### src/rtl/dsp_pkg.sv
package dsp_pkg;
  localparam int unsigned SLOTS = 2;
  localparam int unsigned REN_FIELD_W = 2;
  localparam logic [REN_FIELD_W-1:0] REN_RESERVED = 2'd3;

  typedef struct packed {
    logic                   valid;
    logic                   is_br;
    logic [REN_FIELD_W-1:0] ren;
  } slot_t;

  typedef struct packed {
    logic                   legal;
    logic                   to_br;
    logic                   to_gen;
    logic [REN_FIELD_W-1:0] ren;
  } need_t;
endpackage

### src/rtl/dsp_slot_need.sv
module dsp_slot_need
  import dsp_pkg::*;
(
  input  slot_t slot_i,
  output need_t need_o
);
  always_comb begin
    need_o.legal  = slot_i.valid && (slot_i.ren != REN_RESERVED);
    need_o.to_br  = slot_i.valid && slot_i.is_br;
    need_o.to_gen = slot_i.valid && !slot_i.is_br;
    need_o.ren    = (slot_i.valid && slot_i.ren != REN_RESERVED) ? slot_i.ren : '0;
  end
endmodule

### src/rtl/dsp_group_pick.sv
module dsp_group_pick
  import dsp_pkg::*;
#(
  parameter int unsigned CQ_W       = 4,
  parameter int unsigned GQ_W       = 3,
  parameter int unsigned REN_BUDGET = 2,
  parameter int unsigned REN_W      = 2
) (
  input  need_t              need0_i,
  input  need_t              need1_i,
  input  logic [CQ_W-1:0]    cq_free_i,
  input  logic [GQ_W-1:0]    giq_free_i,
  input  logic               biq_free_i,
  input  logic               br_ready_i,
  output logic [SLOTS-1:0]   take_o,
  output logic [REN_W-1:0]   ren_sum_o
);
  localparam int unsigned SUM_W = REN_FIELD_W + 1;

  logic             br_path_ok;
  logic             q0_ok, q1_ok;
  logic [SUM_W-1:0] ren_pair;
  logic [SUM_W-1:0] ren_taken;
  logic [GQ_W-1:0]  gen_need_pair;

  always_comb begin
    br_path_ok    = biq_free_i && br_ready_i;
    ren_pair      = SUM_W'(need0_i.ren) + SUM_W'(need1_i.ren);
    gen_need_pair = need0_i.to_gen ? GQ_W'(2) : GQ_W'(1);

    q0_ok = need0_i.to_br ? br_path_ok : (giq_free_i >= GQ_W'(1));
    q1_ok = need1_i.to_br ? (br_path_ok && !need0_i.to_br)
                          : (giq_free_i >= gen_need_pair);

    take_o[0] = need0_i.legal && q0_ok && (cq_free_i >= CQ_W'(1))
                && (SUM_W'(need0_i.ren) <= SUM_W'(REN_BUDGET));
    take_o[1] = take_o[0] && need1_i.legal && q1_ok
                && (cq_free_i >= CQ_W'(2))
                && (ren_pair <= SUM_W'(REN_BUDGET));

    ren_taken = (take_o[0] ? SUM_W'(need0_i.ren) : '0)
              + (take_o[1] ? SUM_W'(need1_i.ren) : '0);
    ren_sum_o = REN_W'(ren_taken);
  end
endmodule

### src/rtl/dispatch_group_sel.sv
module dispatch_group_sel
  import dsp_pkg::*;
#(
  parameter int unsigned CQ_DEPTH   = 14,
  parameter int unsigned GIQ_DEPTH  = 4,
  parameter int unsigned REN_BUDGET = 2,
  localparam int unsigned CQ_W  = $clog2(CQ_DEPTH + 1),
  localparam int unsigned GQ_W  = $clog2(GIQ_DEPTH + 1),
  localparam int unsigned REN_W = $clog2(REN_BUDGET + 1)
) (
  input  logic             clk,
  input  logic             rst_n,
  input  logic             s0_valid,
  input  logic             s0_is_br,
  input  logic [1:0]       s0_ren,
  input  logic             s1_valid,
  input  logic             s1_is_br,
  input  logic [1:0]       s1_ren,
  input  logic [CQ_W-1:0]  cq_free,
  input  logic [GQ_W-1:0]  giq_free,
  input  logic             biq_free,
  input  logic             br_ready,
  output logic [1:0]       disp_count,
  output logic [1:0]       giq_en,
  output logic [1:0]       biq_en,
  output logic [REN_W-1:0] ren_alloc,
  output logic [1:0]       cq_alloc
);
  slot_t              slot [SLOTS];
  need_t              need [SLOTS];
  logic [SLOTS-1:0]   take;
  logic [REN_W-1:0]   ren_sum;
  logic [SLOTS-1:0]   gen_d, br_d;

  assign slot[0] = '{valid: s0_valid, is_br: s0_is_br, ren: s0_ren};
  assign slot[1] = '{valid: s1_valid, is_br: s1_is_br, ren: s1_ren};

  for (genvar g = 0; g < SLOTS; g++) begin : g_need
    dsp_slot_need u_need (
      .slot_i (slot[g]),
      .need_o (need[g])
    );
    assign gen_d[g] = take[g] && need[g].to_gen;
    assign br_d[g]  = take[g] && need[g].to_br;
  end

  dsp_group_pick #(
    .CQ_W       (CQ_W),
    .GQ_W       (GQ_W),
    .REN_BUDGET (REN_BUDGET),
    .REN_W      (REN_W)
  ) u_pick (
    .need0_i    (need[0]),
    .need1_i    (need[1]),
    .cq_free_i  (cq_free),
    .giq_free_i (giq_free),
    .biq_free_i (biq_free),
    .br_ready_i (br_ready),
    .take_o     (take),
    .ren_sum_o  (ren_sum)
  );

  always_ff @(posedge clk) begin
    if (!rst_n) begin
      disp_count <= '0;
      giq_en     <= '0;
      biq_en     <= '0;
      ren_alloc  <= '0;
      cq_alloc   <= '0;
    end else begin
      disp_count <= 2'(take[0]) + 2'(take[1]);
      giq_en     <= gen_d;
      biq_en     <= br_d;
      ren_alloc  <= ren_sum;
      cq_alloc   <= take;
    end
  end
endmodule

### config.mk
export PLATFORM = sky130hd
export DESIGN_NAME = dispatch_group_sel
export DESIGN_NICKNAME = d
export VERILOG_FILES = /design/src/rtl/dsp_pkg.sv /design/src/rtl/dsp_slot_need.sv /design/src/rtl/dsp_group_pick.sv /design/src/rtl/dispatch_group_sel.sv
export SDC_FILE = /design/constraint.sdc
export NUM_CORES = 1
export LEC_CHECK = 0
export ABC_AREA = 1
export BUFFER_PORTS_ARGS = -buffer_cell sky130_fd_sc_hd__buf_2
export CAP_MARGIN = 40
export CORE_MARGIN = 4
export CORE_UTILIZATION = 48
export CTS_CLUSTER_DIAMETER = 50
export CTS_CLUSTER_SIZE = 16
export DETAILED_ROUTE_END_ITERATION = 10
export GPL_TIMING_DRIVEN = 0
export PLACE_DENSITY = 0.8
export SYNTH_ARGS = -nofsm -noshare
export SYNTH_HDL_FRONTEND = slang
export SYNTH_SLANG_ARGS = --single-unit
export TNS_END_PERCENT = 10
### constraint.sdc
create_clock -name clk -period 3.74 [get_ports clk]
set_clock_uncertainty 0.1 [all_clocks]
set_input_delay 0.748 -clock clk [delete_from_list [all_inputs] [get_ports clk]]
set_output_delay 0.748 -clock clk [all_outputs]
set_load 0.005 [all_outputs]
# After elaboration in Yosys (flattened, before gate mapping)
# Index checks and enable logic that the tools add are counted.
# W data, S select, Z words.
# totals
ram_bits,0
memories,0
wordCells,45
input_bits,19
latch_bits,0
output_inout_bits,10
romBits,0
reg_bits,10
# op_classes
magnitude_cmp,6
n_eq_ne,2
div,0
muxes,7
n_mul,0
reduce_logical,22
addsub,3
shifts,0
n_bitwise,0
# ops
cell,count
$logic_and A1 B1 Y1,19
$mux W2,5
$ge A4 B1 Y1 const B,1
$ge A4 B2 Y1 const B,1
$ne A2 B2 Y1 const B,2
$add A2 B2 Y3,1
$ge A3 B1 Y1 const B,1
$ge A3 B3 Y1,1
$le A3 B2 Y1 const B,1
$logic_not A1 Y1,3
$add A1 B1 Y2,1
$add A2 B2 Y2,1
$le A2 B2 Y1 const B,1
$mux W1,2

# Depth between registers and ports, before layout
# logic_depth
ltp_word,11
mapped_depth,15
mapped_depth_nobuf,15

# Modules after synthesis
# Synthesis repeated with hierarchy kept, for this count alone.
# hier_totals
cells_unflattened,113
hier_area_um2,701.9
# modules_own_cells
mod,area_each_um2,n_inst,cells_each,seq_area_each_um2
dsp_group_pick,316.6,1,60,0.0
dispatch_group_sel,287.8,1,31,200.2
dsp_slot_need,48.8,2,11,0.0

# Worst setup path before layout
# No wires, ideal clock.
# synth_timing
path_kind,input-to-reg
startpoint,input s1_valid
endpoint,register ren_alloc[1]
t_required_ns,3.527
t_arrival_ns,2.596
path_buffers,0
cell_stages,14
path_slack_ns,0.932
setup_time_ns,0.113
path_cell_list,a21boi_4 > nand2_1 > inv_1 > ha_1 > fa_1 > a21oi_1 > nand3_4 > nor2_8 > nand2_4 > nor2_1 > ha_1 > nand4_1 > nand2_1 > nor2_1
# synth_between
elab_chain_cells,7
elab_cells_between_ends,12
classes_between,add/sub (2); order compare (1); mux (3); reduce/logical (6)
# synth_rtl
element,line,rtl
start: declaration,dispatch_group_sel.sv:16,"input logic s1_valid,"
$logic_and A1 B1 Y1 (on tied branches),"dsp_slot_need.sv:8, dsp_slot_need.sv:11, dsp_slot_need.sv:9",
$mux W2 (tied with other cells),dsp_slot_need.sv:11,need_o.ren = (slot_i.valid && slot_i.ren != REN_RESERVED) ? slot_i.ren : '0;
$add A2 B2 Y3 / $logic_and A1 B1 Y1 (equally long branches),"dsp_group_pick.sv:28, dsp_group_pick.sv:37",
$le A3 B2 Y1 / $logic_and A1 B1 Y1 (equally long branches),"dsp_group_pick.sv:39, dsp_group_pick.sv:38",
$logic_and A1 B1 Y1,dsp_group_pick.sv:39,&& (ren_pair <= SUM_W'(REN_BUDGET));
$mux W2 *,dsp_group_pick.sv:42,+ (take_o[1] ? SUM_W'(need1_i.ren) : '0);
$add A2 B2 Y2 *,dsp_group_pick.sv:42,
end signal: assignment,dispatch_group_sel.sv:74,ren_alloc <= ren_sum;
end: declaration,dispatch_group_sel.sv:26,"output logic [REN_W-1:0] ren_alloc,"
# Mark *: on every way between the ends. The rest lies on a longest branch, timed or not.
# A chain may end at the register's enable or synchronous reset.

# Worst setup path after layout
# layout_timing
startpoint,input s1_ren[0]
endpoint,register ren_alloc[1]
# layout_between
elab_chain_cells,8
elab_cells_between_ends,11
classes_between,add/sub (2); order compare (1); eq/ne (1); mux (2); reduce/logical (5)
# layout_rtl
element,line,rtl
start: declaration,dispatch_group_sel.sv:18,"input logic [1:0] s1_ren,"
$ne A2 B2 Y1,"dsp_slot_need.sv:8, dsp_slot_need.sv:11",
$logic_and A1 B1 Y1,"dsp_slot_need.sv:8, dsp_slot_need.sv:11",
$mux W2 / $logic_and A1 B1 Y1 (equally long branches),"dsp_slot_need.sv:11, dsp_group_pick.sv:37",
$add A2 B2 Y3 / $logic_and A1 B1 Y1 (equally long branches),"dsp_group_pick.sv:28, dsp_group_pick.sv:37",
$le A3 B2 Y1 / $logic_and A1 B1 Y1 (equally long branches),"dsp_group_pick.sv:39, dsp_group_pick.sv:38",
$logic_and A1 B1 Y1,dsp_group_pick.sv:39,
$mux W2 *,dsp_group_pick.sv:42,
$add A2 B2 Y2 *,dsp_group_pick.sv:42,
# Marked as above.

==> run_results.csv <==
group,metric,value,unit
logic_synthesis,synth-compound-area-share,6.77,%
placement,io_buffers,28,
die,start_util,51.2,%
sta,slew_headroom,78.6,%
setup_path,startpoint,"s1_ren[0]",
clocking,h-tree-depth,1,
clocking,cts.path.max_buffers,2,
logic_synthesis,synth_area_leader_cell,"dfxtp_1",
clocking,hold_buffers,0,
die,coreArea,1300,µm²
clocking,clk_pin_slew,0.06,ns
logic_synthesis,synthAdderAreaFrac,12.4,%
cells_and_area,n_fill_cell,124,
route,drtIter0Drc,3,
setup_path,crit_type,"in2reg",
sta,setup_viol,0,
sta,tightest_slew,0.318,ns
logic_synthesis,synth_xor_xnor_area_share,0,%
logic_synthesis,ys.flop_type,"dfxtp_1",
die,die_h,45.2,µm
route,wire_per_inst,9.57,µm
setup_path,cp.arrival,2.84,ns
grt,grt_pass1_vias,600,
cells_and_area,antenna_cells,0,
cells_and_area,syn2layout_area_growth,29.3,%
logic_synthesis,synthTopCellsByArea,"dfxtp_1 30%, nand2_1 12%, ha_1 9.4%, inv_1 8.5%, nor2_1 6.8%",
sta,rsz0062_at_grt,"no",
pwr,power,0.259,mW
logic_synthesis,ys_seq_area_share,30.1,%
logic_synthesis,async_flop_share,0,%
logic_synthesis,synth_area,666,µm²
sta,min_period_over_period,74.3,%
logic_synthesis,ys_types,20,
logic_synthesis,synth.most_common_cell,"nand2_1",
setup_path,critPathMaxStageDelay,0.41,ns
logic_synthesis,syn_inst,86,
die,io_pins,29,
clocking,cts_inserted_buffers,3,
route,antenna_left,0,
logic_synthesis,yosysWarnings,0,
route,vias,605,
outcome,status,"finished, final reports clean",
logic_synthesis,yosys-mux-area-fraction,0,%
logic_synthesis,synth_top_family_by_area,"simple AND/OR/NAND/NOR gates",
sta,hold_viol_final,0,
clocking,cts-root-buf,"clkbuf_4",
clocking,cts_resized,0,
sta,max_freq,360,MHz
setup_path,critPathSlowestCell,"fa_1",
cells_and_area,regArea,200,µm²
logic_synthesis,synth-edff-count,0,
setup_path,cp-start-kind,"input pin",
worst_hold_path,hold_class,"in2reg",
cells_and_area,final_nets,144,
logic_synthesis,syn_area_per_cell,7.74,µm²
clocking,cts_tree,"done",
setup_path,endpoint,"ren_alloc[1]",
clocking,cts.sinks,10,
grt,grt_start_max_net_pins,7,
logic_synthesis,synth-simple-area-share,40.0,%
route,drc_errors,0,
logic_synthesis,syn_nets,111,
setup_path,end_kind,"flip-flop",
grt,grt_pass1_wl,2.16,mm
pwr,ir_drop,0.000255,V
sta,drv_slew,0,
setup_path,critical_path_required,3.80,ns
logic_synthesis,yosysTopAreaCellShare,30.1,%
run,drv_cap,0,
placement,dp_hpwl,1.17,mm
setup_path,crit_fanout,4,
worst_hold_path,min_delay_path_depth,2,
die,placementRows,13,
cells_and_area,drive_gt1_share,41.5,%
sta,setup-tns-final,0,ns
die,fp.dieW,45.2,µm
die,die_area,2050,µm²
pwr,power_density,301,nW/µm²
logic_synthesis,ys_ff_latch,10,
cells_and_area,multiInputGateArea,394,µm²
pwr,p_leak,0.534,nW
grt,grt.total_usage,15.0,%
route,dr.pass1.iters,4,
route,drt-total-wl,1.27,mm
clocking,cts_setup_buffers,0,
logic_synthesis,synth_common_cells,"22 x nand2_1, 15 x inv_1, 12 x nor2_1",
sta,period_needed,2.78,ns
setup_path,worstPathCellList,"buf_2, a21boi_4, nand2_1, inv_1, ha_1, fa_1, a21oi_1, nand3_4, nor2_8, nand2_4, nor2_1, ha_1, nand4_1, nand2_1, nor2_1",
grt,antenna_found_initial,0,
placement,gp_congestion,0.690,
route,viasPerCell,4.55,
grt,grt_overflow,0,
-- power by group --
| group | switching, mW | total [mW] | internal [mW] |
|---|---|---|---|
| clock network | 0.0347 | 0.0937 | 0.0590 |
| logic | 0.0327 | 0.0563 | 0.0236 |
| registers | 0.000459 | 0.109 | 0.109 |
| total | 0.0678 | 0.259 | 0.191 |
-- worst min-delay path by stage --
stage | end | start | slack, ns
3_3_place_gp | giq_en[1] | s1_is_br | 0.83
3_5_place_dp | giq_en[1] | s1_is_br | 0.83
2_1_floorplan | giq_en[1] | s1_is_br | 0.72
6_report | giq_en[1] | s1_is_br | 0.55
4_1_cts | giq_en[1] | s1_is_br | 0.54
5_1_grt | giq_en[1] | s1_is_br | 0.54
-- layer usage --
layer	vias to the layer above	global-route usage, %	routed length (µm)
met3	2	8.37	90
met2	20	29.1	727
met1	262	12.4	442
met5	-	0	0
met4	0	4.68	12
li1	321	-	-
-- cell type report --
cell class              count  area share (%)
clock buffers               4            4.22
well taps                  15            2.18
repair buffers             28            16.3
inverters                  19            8.28
multi-input cells          57            45.8
flip-flops and latches     10            23.3
-- cells by family after synthesis --
kind of cell | count (synthesis)
buf+inv | 19
fa+ha+maj | 6
flops | 10
simple gates | 47
compound gates | 4
-- critical path: cells and delay by family --
kind	cells	cell delay (ns)
AND/OR/NAND/NOR	8	0.74
adder cells (fa/ha/maj)	3	0.73
AO/OA/AOI/OAI	2	0.44
buffers and inverters	2	0.18
-- placed cells by master, fill, tap and decap left out --
master / netlist / routed
clkbuf_4: 0 / 3
inv_2: 4 / 4
fa_1: 1 / 1
nand3_1: 1 / 1
nand3_4: 1 / 1
nand2_1: 22 / 22
nor2_4: 3 / 3
a21oi_4: 1 / 1
buf_2: 0 / 28
clkbuf_8: 0 / 1
dfxtp_1: 10 / 10
a21boi_4: 1 / 1
nand2_2: 1 / 1
ha_1: 5 / 5
nand2_4: 1 / 1
nor2_1: 12 / 12
nand4_1: 1 / 1
or2_2: 1 / 1
a21oi_1: 2 / 2
inv_1: 15 / 15
nor4_2: 1 / 1
nor2_8: 1 / 1
nand3_2: 2 / 2
-- flip-flops by register name (all words and copies together), names as in the netlist --
signal	cells
ren_alloc	2
cq_alloc	2
biq_en	2
disp_count	2
giq_en	2
-- through the flow --
stage | hold WS, ns | area (µm²) | setup slack (ns) | cells | utilization [%]
2_1_floorplan | 0.719 | 666 | 0.932 | 86 | -
3_3_place_gp | 0.826 | 825 | 0.716 | 129 | 63.4
3_5_place_dp | 0.826 | 825 | 0.662 | 129 | 63.4
4_1_cts | 0.540 | 861 | 0.945 | 133 | 66.2
5_1_grt | 0.537 | 861 | 0.758 | 133 | 66.2
6_report | 0.548 | 861 | 0.961 | 133 | 66.2
No activity file was read; power rests on OpenSTA's default activity.
